File: src/rtl/scanline_irq_pkg.sv
package scanline_irq_pkg;
  typedef enum logic {
    SEL_CMP = 1'b0,
    SEL_CTL = 1'b1
  } reg_sel_e;

  localparam int EN_BIT       = 7;
  localparam int ST_PEND_BIT  = 7;
  localparam int ST_FRAME_BIT = 6;
endpackage

File: src/rtl/scanline_nt_watch.sv
module scanline_nt_watch #(
  parameter int             AW      = 14,
  parameter int             RUN     = 3,
  parameter logic [AW-1:0]  NT_BASE = 'h2000
) (
  input  logic          clk,
  input  logic          rst,
  input  logic          rd,
  input  logic [AW-1:0] addr,
  output logic          tick
);
  localparam int HIST = RUN - 1;

  // extra top bit marks an entry as empty; real addresses carry a 0 there
  logic [HIST-1:0][AW:0] hist;
  logic [HIST-1:0]       same;
  logic                  nt_rd;

  assign nt_rd = rd && (addr >= NT_BASE);

  always_ff @(posedge clk) begin
    if (rst) begin
      hist <= '1;
    end else if (nt_rd) begin
      hist[0] <= {1'b0, addr};
      for (int i = 1; i < HIST; i++) hist[i] <= hist[i-1];
    end
  end

  for (genvar g = 0; g < HIST; g++) begin : g_cmp
    assign same[g] = (hist[g] == {1'b0, addr});
  end

  assign tick = nt_rd && (&same);
endmodule

File: src/rtl/scanline_line_ctr.sv
module scanline_line_ctr #(
  parameter int CW        = 8,
  parameter int LAST_LINE = 241
) (
  input  logic          clk,
  input  logic          rst,
  input  logic          tick,
  input  logic          rendering,
  input  logic [CW-1:0] cmp,
  input  logic          ack,
  output logic          in_frame,
  output logic          pend,
  output logic          pend_nxt,
  output logic [CW-1:0] cnt
);
  localparam logic [CW-1:0] CNT_MAX = '1;
  localparam logic [CW:0]   LAST    = (CW+1)'(LAST_LINE);

  logic          frame_q, frame_d;
  logic          pend_q, pend_d;
  logic [CW-1:0] cnt_q, cnt_d;
  logic          past_last;

  assign past_last = ({1'b0, cnt_q} > LAST);

  always_comb begin
    frame_d = frame_q;
    pend_d  = pend_q;
    cnt_d   = cnt_q;
    if (ack) pend_d = 1'b0;
    if (!rendering || (frame_q && past_last)) begin
      frame_d = 1'b0;
    end else if (tick) begin
      if (!frame_q) begin
        frame_d = 1'b1;
        cnt_d   = '0;
        pend_d  = 1'b0;
      end else begin
        if (cnt_q == cmp) pend_d = 1'b1;
        if (cnt_q != CNT_MAX) cnt_d = cnt_q + 1'b1;
      end
    end
  end

  always_ff @(posedge clk) begin
    if (rst) begin
      frame_q <= 1'b0;
      pend_q  <= 1'b0;
      cnt_q   <= '0;
    end else begin
      frame_q <= frame_d;
      pend_q  <= pend_d;
      cnt_q   <= cnt_d;
    end
  end

  assign in_frame = frame_q;
  assign pend     = pend_q;
  assign pend_nxt = pend_d;
  assign cnt      = cnt_q;
endmodule

File: src/rtl/scanline_ctl_regs.sv
module scanline_ctl_regs
  import scanline_irq_pkg::*;
#(
  parameter int DW = 8,
  parameter int CW = 8
) (
  input  logic          clk,
  input  logic          rst,
  input  logic          wr_en,
  input  logic          wr_sel,
  input  logic [DW-1:0] wr_data,
  input  logic          rd_stat,
  input  logic          pend,
  input  logic          in_frame,
  output logic [CW-1:0] cmp,
  output logic          en,
  output logic          en_nxt,
  output logic [DW-1:0] stat_data
);
  reg_sel_e      sel;
  logic [CW-1:0] cmp_q;
  logic          en_q;
  logic [DW-1:0] stat_q, stat_d;

  assign sel    = reg_sel_e'(wr_sel);
  assign en_nxt = (wr_en && sel == SEL_CTL) ? wr_data[EN_BIT] : en_q;

  always_comb begin
    stat_d               = '0;
    stat_d[ST_PEND_BIT]  = pend;
    stat_d[ST_FRAME_BIT] = in_frame;
  end

  always_ff @(posedge clk) begin
    if (rst) begin
      cmp_q  <= '0;
      en_q   <= 1'b0;
      stat_q <= '0;
    end else begin
      if (wr_en && sel == SEL_CMP) cmp_q <= wr_data[CW-1:0];
      en_q <= en_nxt;
      if (rd_stat) stat_q <= stat_d;
    end
  end

  assign cmp       = cmp_q;
  assign en        = en_q;
  assign stat_data = stat_q;
endmodule

File: src/rtl/scanline_irq.sv
module scanline_irq #(
  parameter int            AW        = 14,
  parameter int            DW        = 8,
  parameter int            CW        = 8,
  parameter int            RUN       = 3,
  parameter int            LAST_LINE = 241,
  parameter logic [AW-1:0] NT_BASE   = 'h2000
) (
  input  logic          clk,
  input  logic          rst,
  input  logic          vid_rd,
  input  logic [AW-1:0] vid_addr,
  input  logic          rendering,
  input  logic          wr_en,
  input  logic          wr_sel,
  input  logic [DW-1:0] wr_data,
  input  logic          rd_stat,
  output logic          irq,
  output logic [DW-1:0] stat_data
);
  logic          tick;
  logic          in_frame, pend, pend_nxt;
  logic          en, en_nxt;
  logic [CW-1:0] cmp, cnt;
  logic          irq_q;

  scanline_nt_watch #(.AW(AW), .RUN(RUN), .NT_BASE(NT_BASE)) u_watch (
    .clk(clk), .rst(rst), .rd(vid_rd), .addr(vid_addr), .tick(tick)
  );

  scanline_line_ctr #(.CW(CW), .LAST_LINE(LAST_LINE)) u_ctr (
    .clk(clk), .rst(rst), .tick(tick), .rendering(rendering), .cmp(cmp),
    .ack(rd_stat), .in_frame(in_frame), .pend(pend), .pend_nxt(pend_nxt),
    .cnt(cnt)
  );

  scanline_ctl_regs #(.DW(DW), .CW(CW)) u_regs (
    .clk(clk), .rst(rst), .wr_en(wr_en), .wr_sel(wr_sel), .wr_data(wr_data),
    .rd_stat(rd_stat), .pend(pend), .in_frame(in_frame), .cmp(cmp), .en(en),
    .en_nxt(en_nxt), .stat_data(stat_data)
  );

  always_ff @(posedge clk) begin
    if (rst) irq_q <= 1'b0;
    else     irq_q <= pend_nxt && en_nxt;
  end

  assign irq = irq_q;
endmodule

File: config.mk
export PLATFORM = sky130hd
export DESIGN_NAME = scanline_irq
export DESIGN_NICKNAME = d
export VERILOG_FILES = /design/src/rtl/scanline_irq_pkg.sv /design/src/rtl/scanline_nt_watch.sv /design/src/rtl/scanline_line_ctr.sv /design/src/rtl/scanline_ctl_regs.sv /design/src/rtl/scanline_irq.sv
export SDC_FILE = /design/constraint.sdc
export NUM_CORES = 1
export LEC_CHECK = 0
export BUFFER_PORTS_ARGS = -buffer_cell sky130_fd_sc_hd__buf_4
export CAP_MARGIN = 20
export CORE_ASPECT_RATIO = 0.8
export CORE_UTILIZATION = 56
export CTS_CLUSTER_DIAMETER = 200
export DETAILED_ROUTE_END_ITERATION = 8
export GPL_ROUTABILITY_DRIVEN = 0
export HOLD_SLACK_MARGIN = 0.1
export PLACE_DENSITY = 0.9
export SYNTH_ARGS = -nofsm -noshare
export SYNTH_HDL_FRONTEND = slang
export SYNTH_SLANG_ARGS = --single-unit
File: constraint.sdc
create_clock -name clk -period 2.04 [get_ports clk]
set_input_delay 0.306 -clock clk [delete_from_list [all_inputs] [get_ports clk]]
set_output_delay 0.306 -clock clk [all_outputs]
set_load 0.01 [all_outputs]
Word level (Yosys, flattened, before mapping)
Index checks and enable logic that the tools add are counted.
{ "word_totals": {"register_bits": 52, "inputBits": 29, "out_inout_bits": 9, "wordCells": 38} }
{ "classes": {"addsub": 1, "n_lt_le_gt_ge": 2, "eq_ne": 5, "n_mux": 8, "n_bitwise": 2, "reduce_logical": 11} }
{ "ops": {"columns": ["cell", "n"], "rows": [
  ["$eq A15 B14 Y1", 2],
  ["$mux W8", 2],
  ["$ge A14 B14 Y1 const B", 1],
  ["$add A8 B1 Y8 const B", 1],
  ["$eq A8 B8 Y1", 1],
  ["$gt A8 B8 Y1 const B", 1],
  ["$ne A8 B8 Y1 const B", 1],
  ["$logic_and A1 B1 Y1", 6],
  ["$mux W1", 6],
  ["$reduce_and A3 Y1", 1],
  ["$ne A2 B2 Y1 const B", 1],
  ["$not A1 Y1", 2],
  ["$reduce_and A2 Y1", 1],
  ["$reduce_or A2 Y1", 1],
  ["$logic_not A1 Y1", 1],
  ["$logic_or A1 B1 Y1", 1]
]} }

Logic depth before layout (Yosys ltp)
Gate-level depths: netlist of run 1.
{ "logic_depth": {"depth_word": 6, "depth_mapped": 7, "ltp_nobuf": 7} }

Modules after synthesis
A second synthesis of run 1 with hierarchy kept.
{ "unflattened": {"hier_cells": 269, "area_unflattened_um2": 2539.9} }
{ "by_module_without_submodules": {"columns": ["module", "n_inst", "cells_each", "area_per_inst_um2"], "rows": [
  ["scanline_nt_watch", 1, 142, 1373.8],
  ["scanline_line_ctr", 1, 72, 610.6],
  ["scanline_ctl_regs", 1, 53, 526.8],
  ["scanline_irq", 1, 2, 28.8]
]} }

Worst setup path before layout of run 1
OpenSTA, ideal clock, no wires.
{ "synth_path": {"path_type": "register to register", "from": "reg u_watch.hist[9] in the netlist's numbering", "to": "reg u_ctr.cnt_q[5], in the netlist u_ctr.cnt[5]", "setup_time_ns": 0.070, "arrival_time_ns": 1.707, "t_required_ns": 1.970, "setup_slack_ns": 0.262, "path_stages_with_launch": 7, "path_cell_list": "dfxtp_1 nor3_1 o22ai_1 nor4b_4 nand3_1 or4_1 a21oi_1"} }
{ "synth_via": {"elab_chain_cells": 4} }
{ "synth_lines": {"columns": ["item", "line", "text"], "rows": [
  ["from (decl)", "scanline_nt_watch.sv:15", "logic [HIST-1:0][AW:0] hist;"],
  ["$eq A15 B14 Y1", "scanline_nt_watch.sv:31", "assign same[g] = (hist[g] == {1'b0, addr});"],
  ["$reduce_and A2 Y1", "scanline_nt_watch.sv:34", "assign tick = nt_rd && (&same);"],
  ["$logic_and A1 B1 Y1", "scanline_nt_watch.sv:34", null],
  ["$reduce_and A3 Y1 (no line)", null, null],
  ["to (signal assigned)", "scanline_line_ctr.sv:53", "cnt_q <= cnt_d;"],
  ["to (decl)", "scanline_line_ctr.sv:21", "logic [CW-1:0] cnt_q, cnt_d;"]
]} }
Every way passes these cells.
A chain may end at the register's enable or synchronous reset.

Worst setup path in the final report of run 1
{ "layout_path": {"from": "reg u_watch.hist[4] in the netlist's numbering", "to": "reg u_ctr.cnt_q[5], in the netlist u_ctr.cnt[5]"} }
The elaborated chain is that of the path after synthesis.

==> out/results.ini, run 1 <==
[yosys]
ys_seq_area_frac = 0.418
async_flop_share = 0
syn_avg_cell_area_um2 = 8.53
synth_seq_cells = 52
synth.area.top_cells = dfxtp_1 42%, nand3_1 10%, mux2i_1 6.0%
syn_inst = 292
synth-main-ff-cell = dfxtp_1
ys_types = 38
yosysTopAreaCellShare = 0.418
yosys_warnings = 0
yosysTopAreaCell = dfxtp_1
synth_edf_count = 0
syn_area_um2 = 2490

[layout]
antenna_cells = 0
syn_to_final_growth_pct = 15.7
final_cells = 376
fillers = 318
nets = 350
post_route_cells_drive_above_1_share = 0.185
fin_area_um2 = 2880

[detailed_routing]
routedWlPerCell_um = 13.9
via_count = 2134
via_per_inst = 5.68
postRouteAntennaNets = 0
drcViolationCount = 0
wl_mm = 5.24
drt_iter0_markers = 157
drt_first_pass_iters = 4

[clock_tree]
clkLatencyLatePin_ps = 300
cts_root_buf = clkbuf_8
cts_made_buffers = 5
cts_buffer_depth = 2
cts_tree = built
clkTransAtPathRegs_ps = 90
clock-sinks = 52
cts_max_level = 2

[sta]
hold_viol_final = 0
fin_crit_ps = 1960
finClkSkew_ps = 10.6
relSlewSlack = 0.542
max_freq_ghz = 0.511
period_share = 0.959
worst-slew-pin-transition_ps = 687
slew_viol_final = 0
final.setup.tns_ps = 0
finalSetupViolCount = 0

[setup_path]
end_kind = flip-flop
worstPathCellList = and3_1, o22ai_2, nor4b_4, nand3_1, or4_1, a21oi_1
max_stage_delay_ps = 520
crit_slowest_cell = or4_1
arrival_ps = 2190
cp_num_buf_inv = 0
start_kind = flip-flop
critPathMaxFanout = 4
critPathTopFamily = simple AND/OR/NAND/NOR gates
required_ps = 2280
path_class = flip-flop to flip-flop

[power_and_ir_drop]
cellPowerDensity_nw_per_um2 = 706
ir_drop_mv = 0.429
cellLeakagePower_nw = 1.30

[placement]
placed_area_um2 = 2750
portBuffers = 31
place_inst = 367
dpl.hpwl_mm = 3.61

[global_routing]
grt_max_degree = 32
grt_pass1_vias = 1979
track_usage = 0.234
antenna_found_initial = 0
grt_pass1_wl_mm = 8.72
overflow = 0

[run]
max_cap_viol_count = 0

[die]
start_util = 0.589
core_um2 = 4230
die-area_um2 = 4720
ios = 38
fp.dieW_um = 76.6
num_rows = 21
die_y_um = 61.6

[worst_hold_path]
min_path_type = primary input to flip-flop

[status]
status = finished clean

-- flip-flops by register name, summed over array words and instances (netlist names) --
name	flops
u_regs.en	1
u_ctr.cnt	8
u_regs.stat_data	2
u_ctr.pend	1
u_ctr.in_frame	1
irq	1
u_regs.cmp	8
u_watch.hist	30
-- through the flow --
stage | hold WS (ps) | utilization | setup WS, ps | total power (W)
5_1_grt | 250 | 0.681 | -1.04 | 0.00211
3_3_place_gp | 438 | 0.649 | 67.3 | 0.00135
4_1_cts | 234 | 0.675 | 49.9 | 0.00204
6_report | 241 | 0.681 | 82.9 | 0.00203
2_1_floorplan | 427 | - | 262 | 0.00128
3_5_place_dp | 450 | 0.649 | 18.5 | 0.00136
-- metal layers --
layer  vias to the layer above  share of wire  GRT usage
li1                       1060              -          -
met2                        56           0.48      0.421
met4                         0         0.0055     0.0879
met1                      1014           0.47      0.285
met3                         4          0.047     0.0474
met5                         -              0          0
-- cells by family after synthesis --
group                      share of synthesized area
buffers and inverters                         0.0553
and+or+nand+nor                                0.307
muxes                                         0.0648
AOI/OAI and AO/OA                             0.0789
adders and majority gates                     0.0151
other                                        0.00151
DFF                                            0.418
xor gates and xnor gates                      0.0598
-- power by group --
group	internal (W)	switching [W]	total, W
clock	0.000364	0.000325	0.000689
sequential	0.00106	0.0000368	0.00110
combinational	0.000114	0.000132	0.000246
-- cell usage after synthesis, drive strengths merged, types with 5 or more instances --
| cell type | count |
|---|---|
| a211o | 6 |
| nor3 | 9 |
| and3 | 15 |
| xor2 | 15 |
| nand3 | 51 |
| buf | 9 |
| mux2i | 15 |
| nand2 | 33 |
| nor2 | 16 |
| nor3b | 6 |
| inv | 5 |
| a21oi | 10 |
| clkbuf | 16 |
| dfxtp | 52 |
-- cells in the final DEF (no fill, tap or decap), types with 3 or more instances in the layout --
| cell | instances |
|---|---|
| a21oi_1 | 10 |
| nand3_1 | 51 |
| inv_1 | 5 |
| a211o_1 | 6 |
| o21ai_0 | 4 |
| dfxtp_1 | 49 |
| ha_1 | 3 |
| conb_1 | 6 |
| nor3b_1 | 6 |
| nor2_1 | 16 |
| xor2_1 | 15 |
| dfxtp_2 | 3 |
| nor4_1 | 3 |
| mux2i_1 | 15 |
| clkbuf_8 | 5 |
| nor3_1 | 7 |
| nand2_1 | 33 |
| buf_4 | 39 |
| and3_1 | 15 |
-- final timing paths --
path,start,to,slack (ps),cells past startpoint
min reg2reg,u_regs.en,u_regs.en,470,2
min,wr_data[3],u_regs.cmp[3],240,3
max,u_watch.hist[4],u_ctr.cnt[5],80,6
max reg2reg,u_watch.hist[4],u_ctr.cnt[5],80,6
-- worst register-to-register path, delay by kind of cell, from the launching register on --
kind               cells  cell delay, ps
AOI/OAI and AO/OA      2             250
DFF                    1             400
and+or+nand+nor        4            1260
-- repair_timing --
item / in CTS / in global routing
gates resized for setup: 0 / 6
setup buffers: 0 / 1
hold endpoints to repair: 0 / 0
hold buffers: 0 / 0
endpoints found under the setup margin: 0 / 3
-- final cells by class --
cell class	count	area (um^2)	area share
Tap cell	57	71.3	0.0248
Clock inverter	2	35.0	0.0122
Multi-Input combinational cell	215	1350	0.467
Inverter	5	18.8	0.00651
Timing Repair Buffer	39	293	0.102
Clock buffer	6	72.6	0.0252
Sequential cell	52	1040	0.363
Note: power is estimated with default switching activity, not from simulation.
==> run 2, diff against run 1 <==
--- a/config.mk
+++ b/config.mk
@@ -6,8 +6,8 @@
 export NUM_CORES = 1
 export LEC_CHECK = 0
 export BUFFER_PORTS_ARGS = -buffer_cell sky130_fd_sc_hd__buf_4
-export CAP_MARGIN = 20
 export CORE_ASPECT_RATIO = 0.8
+export CORE_MARGIN = 2
 export CORE_UTILIZATION = 56
 export CTS_CLUSTER_DIAMETER = 200
 export DETAILED_ROUTE_END_ITERATION = 8
==> run 2 against run 1 <==
First-iteration DRC count down 14%. Critical endpoint unchanged. Worst hold slack worse by 4.2 ps. Largest cell class unchanged. Maximum frequency up 0.71%. Critical path depth unchanged. Combinational power about the same. Core utilization up 0.59 points. Clock skew down 3.0 ps. Cell count up 0.80%. Via count up 0.47%.
==> out/results.ini, run 2 (same netlist as run 1, synthesis figures left out) <==
[status]
status = finished clean

[layout]
fillers = 339
largest_reg_flops = 30
post_route_cells_drive_above_1_share = 0.214
syn_to_final_growth_pct = 16.7
final_cell_mix = 51 x nand3_1, 46 x dfxtp_1, 43 x buf_4
final_common_cell = nand3_1
nets = 354
top_register = u_watch.hist
regArea_um2 = 1050
multi_input_area_um2 = 1370
final_util = 0.687
antenna_cells = 0

[setup_path]
crit_slowest_cell = or4_1
end_kind = flip-flop
critPathMaxFanout = 4
worstPathCellList = nor3_2, o22ai_2, nor4b_4, nand3_1, or4_1, a21oi_1
start_kind = flip-flop
required_ps = 2280
max_stage_delay_ps = 530
path_class = flip-flop to flip-flop
arrival_ps = 2190

[detailed_routing]
wl_mm = 5.13
postRouteAntennaNets = 0
drt_iter0_markers = 135
routedWlPerCell_um = 13.5
drcViolationCount = 0
via_per_inst = 5.66
drt_first_pass_iters = 4
via_count = 2144

[global_routing]
track_usage = 0.219
overflow = 0
grt_max_degree = 32
met3_usage = 0.0430
grt_pass1_vias = 1937
antenna_found_initial = 0
gr-usage-met1 = 0.292
grt_pass1_wl_mm = 8.72
grtUsageMet2 = 0.350
busiest_layer = met2

[sta]
hold_slack_ps = 237
fin_crit_ps = 1940
final.setup.tns_ps = 0
period_share = 0.953
slew_viol_final = 0
finalSetupViolCount = 0
fin_ws_ps = 96.8
max_freq_ghz = 0.515
finClkSkew_ps = 7.63
hold_viol_final = 0

[power_and_ir_drop]
ir_drop_mv = 0.535
cellLeakagePower_nw = 1.32
cellPowerDensity_nw_per_um2 = 653

[placement]
pre_cts_ws_ps = 16.7
portBuffers = 31
dpl.hpwl_mm = 3.54

[clock_tree]
cts_made_buffers = 5
cts_buffer_depth = 2
cts_max_level = 2
cts_tree = built
clock-sinks = 52
clkLatencyLatePin_ps = 300
cts_root_buf = clkbuf_8
clkTransAtPathRegs_ps = 90

[die]
die_y_um = 63.6
start_util = 0.589
core_um2 = 4230
num_rows = 21
fp.dieW_um = 78.6
die-area_um2 = 5000
ios = 38

[worst_hold_path]
min_path_type = primary input to flip-flop

[run]
max_cap_viol_count = 0

[run 2: metrics by stage]
stage / cells / instance area (um^2) / power [W]
2_1_floorplan: 297 / 2510 / 0.00128
3_3_place_gp: 371 / 2780 / 0.00135
3_5_place_dp: 371 / 2780 / 0.00136
4_1_cts: 378 / 2850 / 0.00190
5_1_grt: 379 / 2910 / 0.00197
6_report: 379 / 2910 / 0.00190
[run 2: repair_timing]
action,4_1_cts,5_1_grt
hold buffers,0,0
gates resized for setup,0,13
setup buffers,0,1
setup endpoints to repair,0,2
[run 2: routing by layer]
layer,share of wire,wire [um]
met1,0.45,2300
met4,0.019,97
met3,0.049,250
met5,0,0
met2,0.48,2480
[run 2: power by group]
group,total (W),switching [W],internal (W)
Clock,0.000549,0.000315,0.000234
Combinational,0.000248,0.000132,0.000116
Sequential,0.00110,0.0000372,0.00106
[run 2: area by class of cell]
type	instances	share of cell area
Tap cell	57	0.0245
Multi-Input combinational cell	215	0.471
Inverter	5	0.00646
Clock inverter	1	0.00172
Sequential cell	52	0.361
Clock buffer	6	0.0250
Timing Repair Buffer	43	0.111
[run 2: worst paths after layout]
kind	from	endpoint	slack (ps)	depth (start not counted)
setup reg to reg	u_watch.hist[7]	u_ctr.cnt[5]	100	6
setup / recovery	u_watch.hist[7]	u_ctr.cnt[5]	100	6
hold reg to reg	u_regs.en	u_regs.en	460	2
hold / removal	wr_data[4]	u_regs.cmp[4]	240	3
[run 2: worst max-delay path, delay by kind of cell (launching register included)]
family           cells  cell delay (ps)
AND/OR/NAND/NOR      4             1270
flip-flops           1              350
AO/OA/AOI/OAI        2              270
==> run 3, diff against run 2 <==
--- a/config.mk
+++ b/config.mk
@@ -14,6 +14,7 @@
 export GPL_ROUTABILITY_DRIVEN = 0
 export HOLD_SLACK_MARGIN = 0.1
 export PLACE_DENSITY = 0.9
+export SETUP_SLACK_MARGIN = 0.2
 export SYNTH_ARGS = -nofsm -noshare
 export SYNTH_HDL_FRONTEND = slang
 export SYNTH_SLANG_ARGS = --single-unit
==> run 3 against run 2 <==
Clock-buffer cell count unchanged. Non-clock buffer count increased by 2. Critical path type unchanged. Power increased by 0.68%. Sequential power about the same. Die area unchanged. Core utilization increased by 1.1 points. Largest cell class unchanged.
==> out/results.ini, run 3 (same netlist as run 1, synthesis figures left out) <==
[placement]
dpl.hpwl_mm = 3.54
portBuffers = 31

[layout]
syn_to_final_growth_pct = 18.6
final_cell_mix = 51 x nand3_1, 45 x buf_4, 41 x dfxtp_1
nets = 356
final_common_cell = nand3_1
top_register = u_watch.hist
antenna_cells = 0
largest_reg_flops = 30
post_route_cells_drive_above_1_share = 0.256
fillers = 327

[setup_path]
r2r-start = u_watch.hist[5]
r2r_cells = 6
arrival_ps = 2110
max_stage_delay_ps = 430
path_class = flip-flop to flip-flop
worstReg2RegEnd = u_ctr.cnt[0]
crit_slowest_cell = or3b_4
required_ps = 2280
r2r_slack_ps = 180
end_kind = flip-flop
critPathMaxFanout = 5
worstPathCellList = nor3_2, o22ai_2, nor4b_4, nand4_4, or3b_4, a21oi_2
start_kind = flip-flop

[power_and_ir_drop]
cellLeakagePower_nw = 1.33
cellPowerDensity_nw_per_um2 = 646
ir_drop_mv = 0.540

[sta]
final.setup.tns_ps = 0
max_freq_ghz = 0.537
hold_viol_final = 0
hold_slack_ps = 234
fin_crit_ps = 1860
rsz0062_at_grt = yes
slew_viol_final = 0
finClkSkew_ps = 8.72
period_share = 0.913
finalSetupViolCount = 0

[die]
num_rows = 21
ios = 38
start_util = 0.589
fp.dieW_um = 78.6
die-area_um2 = 5000
core_um2 = 4230
die_y_um = 63.6

[clock_tree]
cts_max_level = 2
cts_made_buffers = 5
cts_buffer_depth = 2
clkTransAtPathRegs_ps = 90
cts_root_buf = clkbuf_8
clkLatencyLatePin_ps = 310
cts_tree = built
clock-sinks = 52

[detailed_routing]
drt_first_pass_iters = 4
drcViolationCount = 0
via_count = 2162
via_per_inst = 5.67
wl_mm = 5.42
routedWlPerCell_um = 14.2
postRouteAntennaNets = 0
drt_iter0_markers = 129

[run]
max_cap_viol_count = 0

[global_routing]
grt_pass1_vias = 1970
track_usage = 0.223
overflow = 0
grt_pass1_wl_mm = 8.87
antenna_found_initial = 0
grt_max_degree = 32

[worst_hold_path]
min_path_type = primary input to flip-flop
hold_end = u_regs.cmp[4]
worstHoldStart = wr_data[4]
hold_depth = 3

[status]
status = finished clean

-- run 3: cell type report --
cell class,instances,area [um^2],area share
clock buffers,6,72.6,0.0246
clock inverters,1,5.00,0.00169
inverters,5,18.8,0.00635
multi-input cells,215,1390,0.472
flip-flops and latches,52,1050,0.357
well taps,57,71.3,0.0241
repair buffers,45,338,0.114
-- run 3: per-layer routing --
metal / GRT usage / vias to the layer above / part of all wire
met2: 0.358 / 60 / 0.49
met3: 0.0430 / 15 / 0.045
met1: 0.296 / 1015 / 0.44
met4: 0.0855 / 0 / 0.023
li1: - / 1072 / -
met5: 0 / - / 0
-- run 3: worst max-delay path by stage --
stage	end	depth (start not counted)	start
2_1_floorplan	u_ctr.cnt[5]	6	u_watch.hist[9]
3_3_place_gp	u_ctr.cnt[5]	7	vid_addr[9]
3_5_place_dp	u_ctr.cnt[5]	7	vid_addr[9]
4_1_cts	u_ctr.cnt[5]	6	u_watch.hist[4]
5_1_grt	u_ctr.cnt[0]	6	u_watch.hist[5]
6_report	u_ctr.cnt[0]	6	u_watch.hist[5]
-- run 3: report_power, final --
group,leakage (nW),switching [W],total (W),internal (W)
Combinational,0.865,0.000134,0.000253,0.000119
Sequential,0.423,0.0000387,0.00110,0.00106
Clock,0.0410,0.000321,0.000555,0.000234
Total,1.33,0.000494,0.00191,0.00142
-- run 3: timing repair --
item / in CTS / in global routing
pin swaps: 8 / 11
hold buffers: 0 / 0
setup buffers: 2 / 1
gates resized for setup: 8 / 18
endpoints found under the hold margin: 0 / 0
endpoints found under the setup margin: 5 / 10
-- run 3: stage by stage --
step	cell area, um^2	power (W)	setup slack [ps]	utilization	std cells
finish	2950	0.00191	177	0.698	381
global route	2950	0.00198	60.6	0.698	381
CTS	2900	0.00191	210	0.684	380
detailed placement	2780	0.00136	16.7	0.656	371
global placement	2780	0.00135	66.2	0.656	371
floorplan	2510	0.00128	262	-	297
-- run 3: critical path, delay by kind of cell, from the launching register on --
kind | cells | cell delay (ps)
AND/OR/NAND/NOR | 4 | 1230
AO/OA/AOI/OAI | 2 | 220
flip-flops | 1 | 350
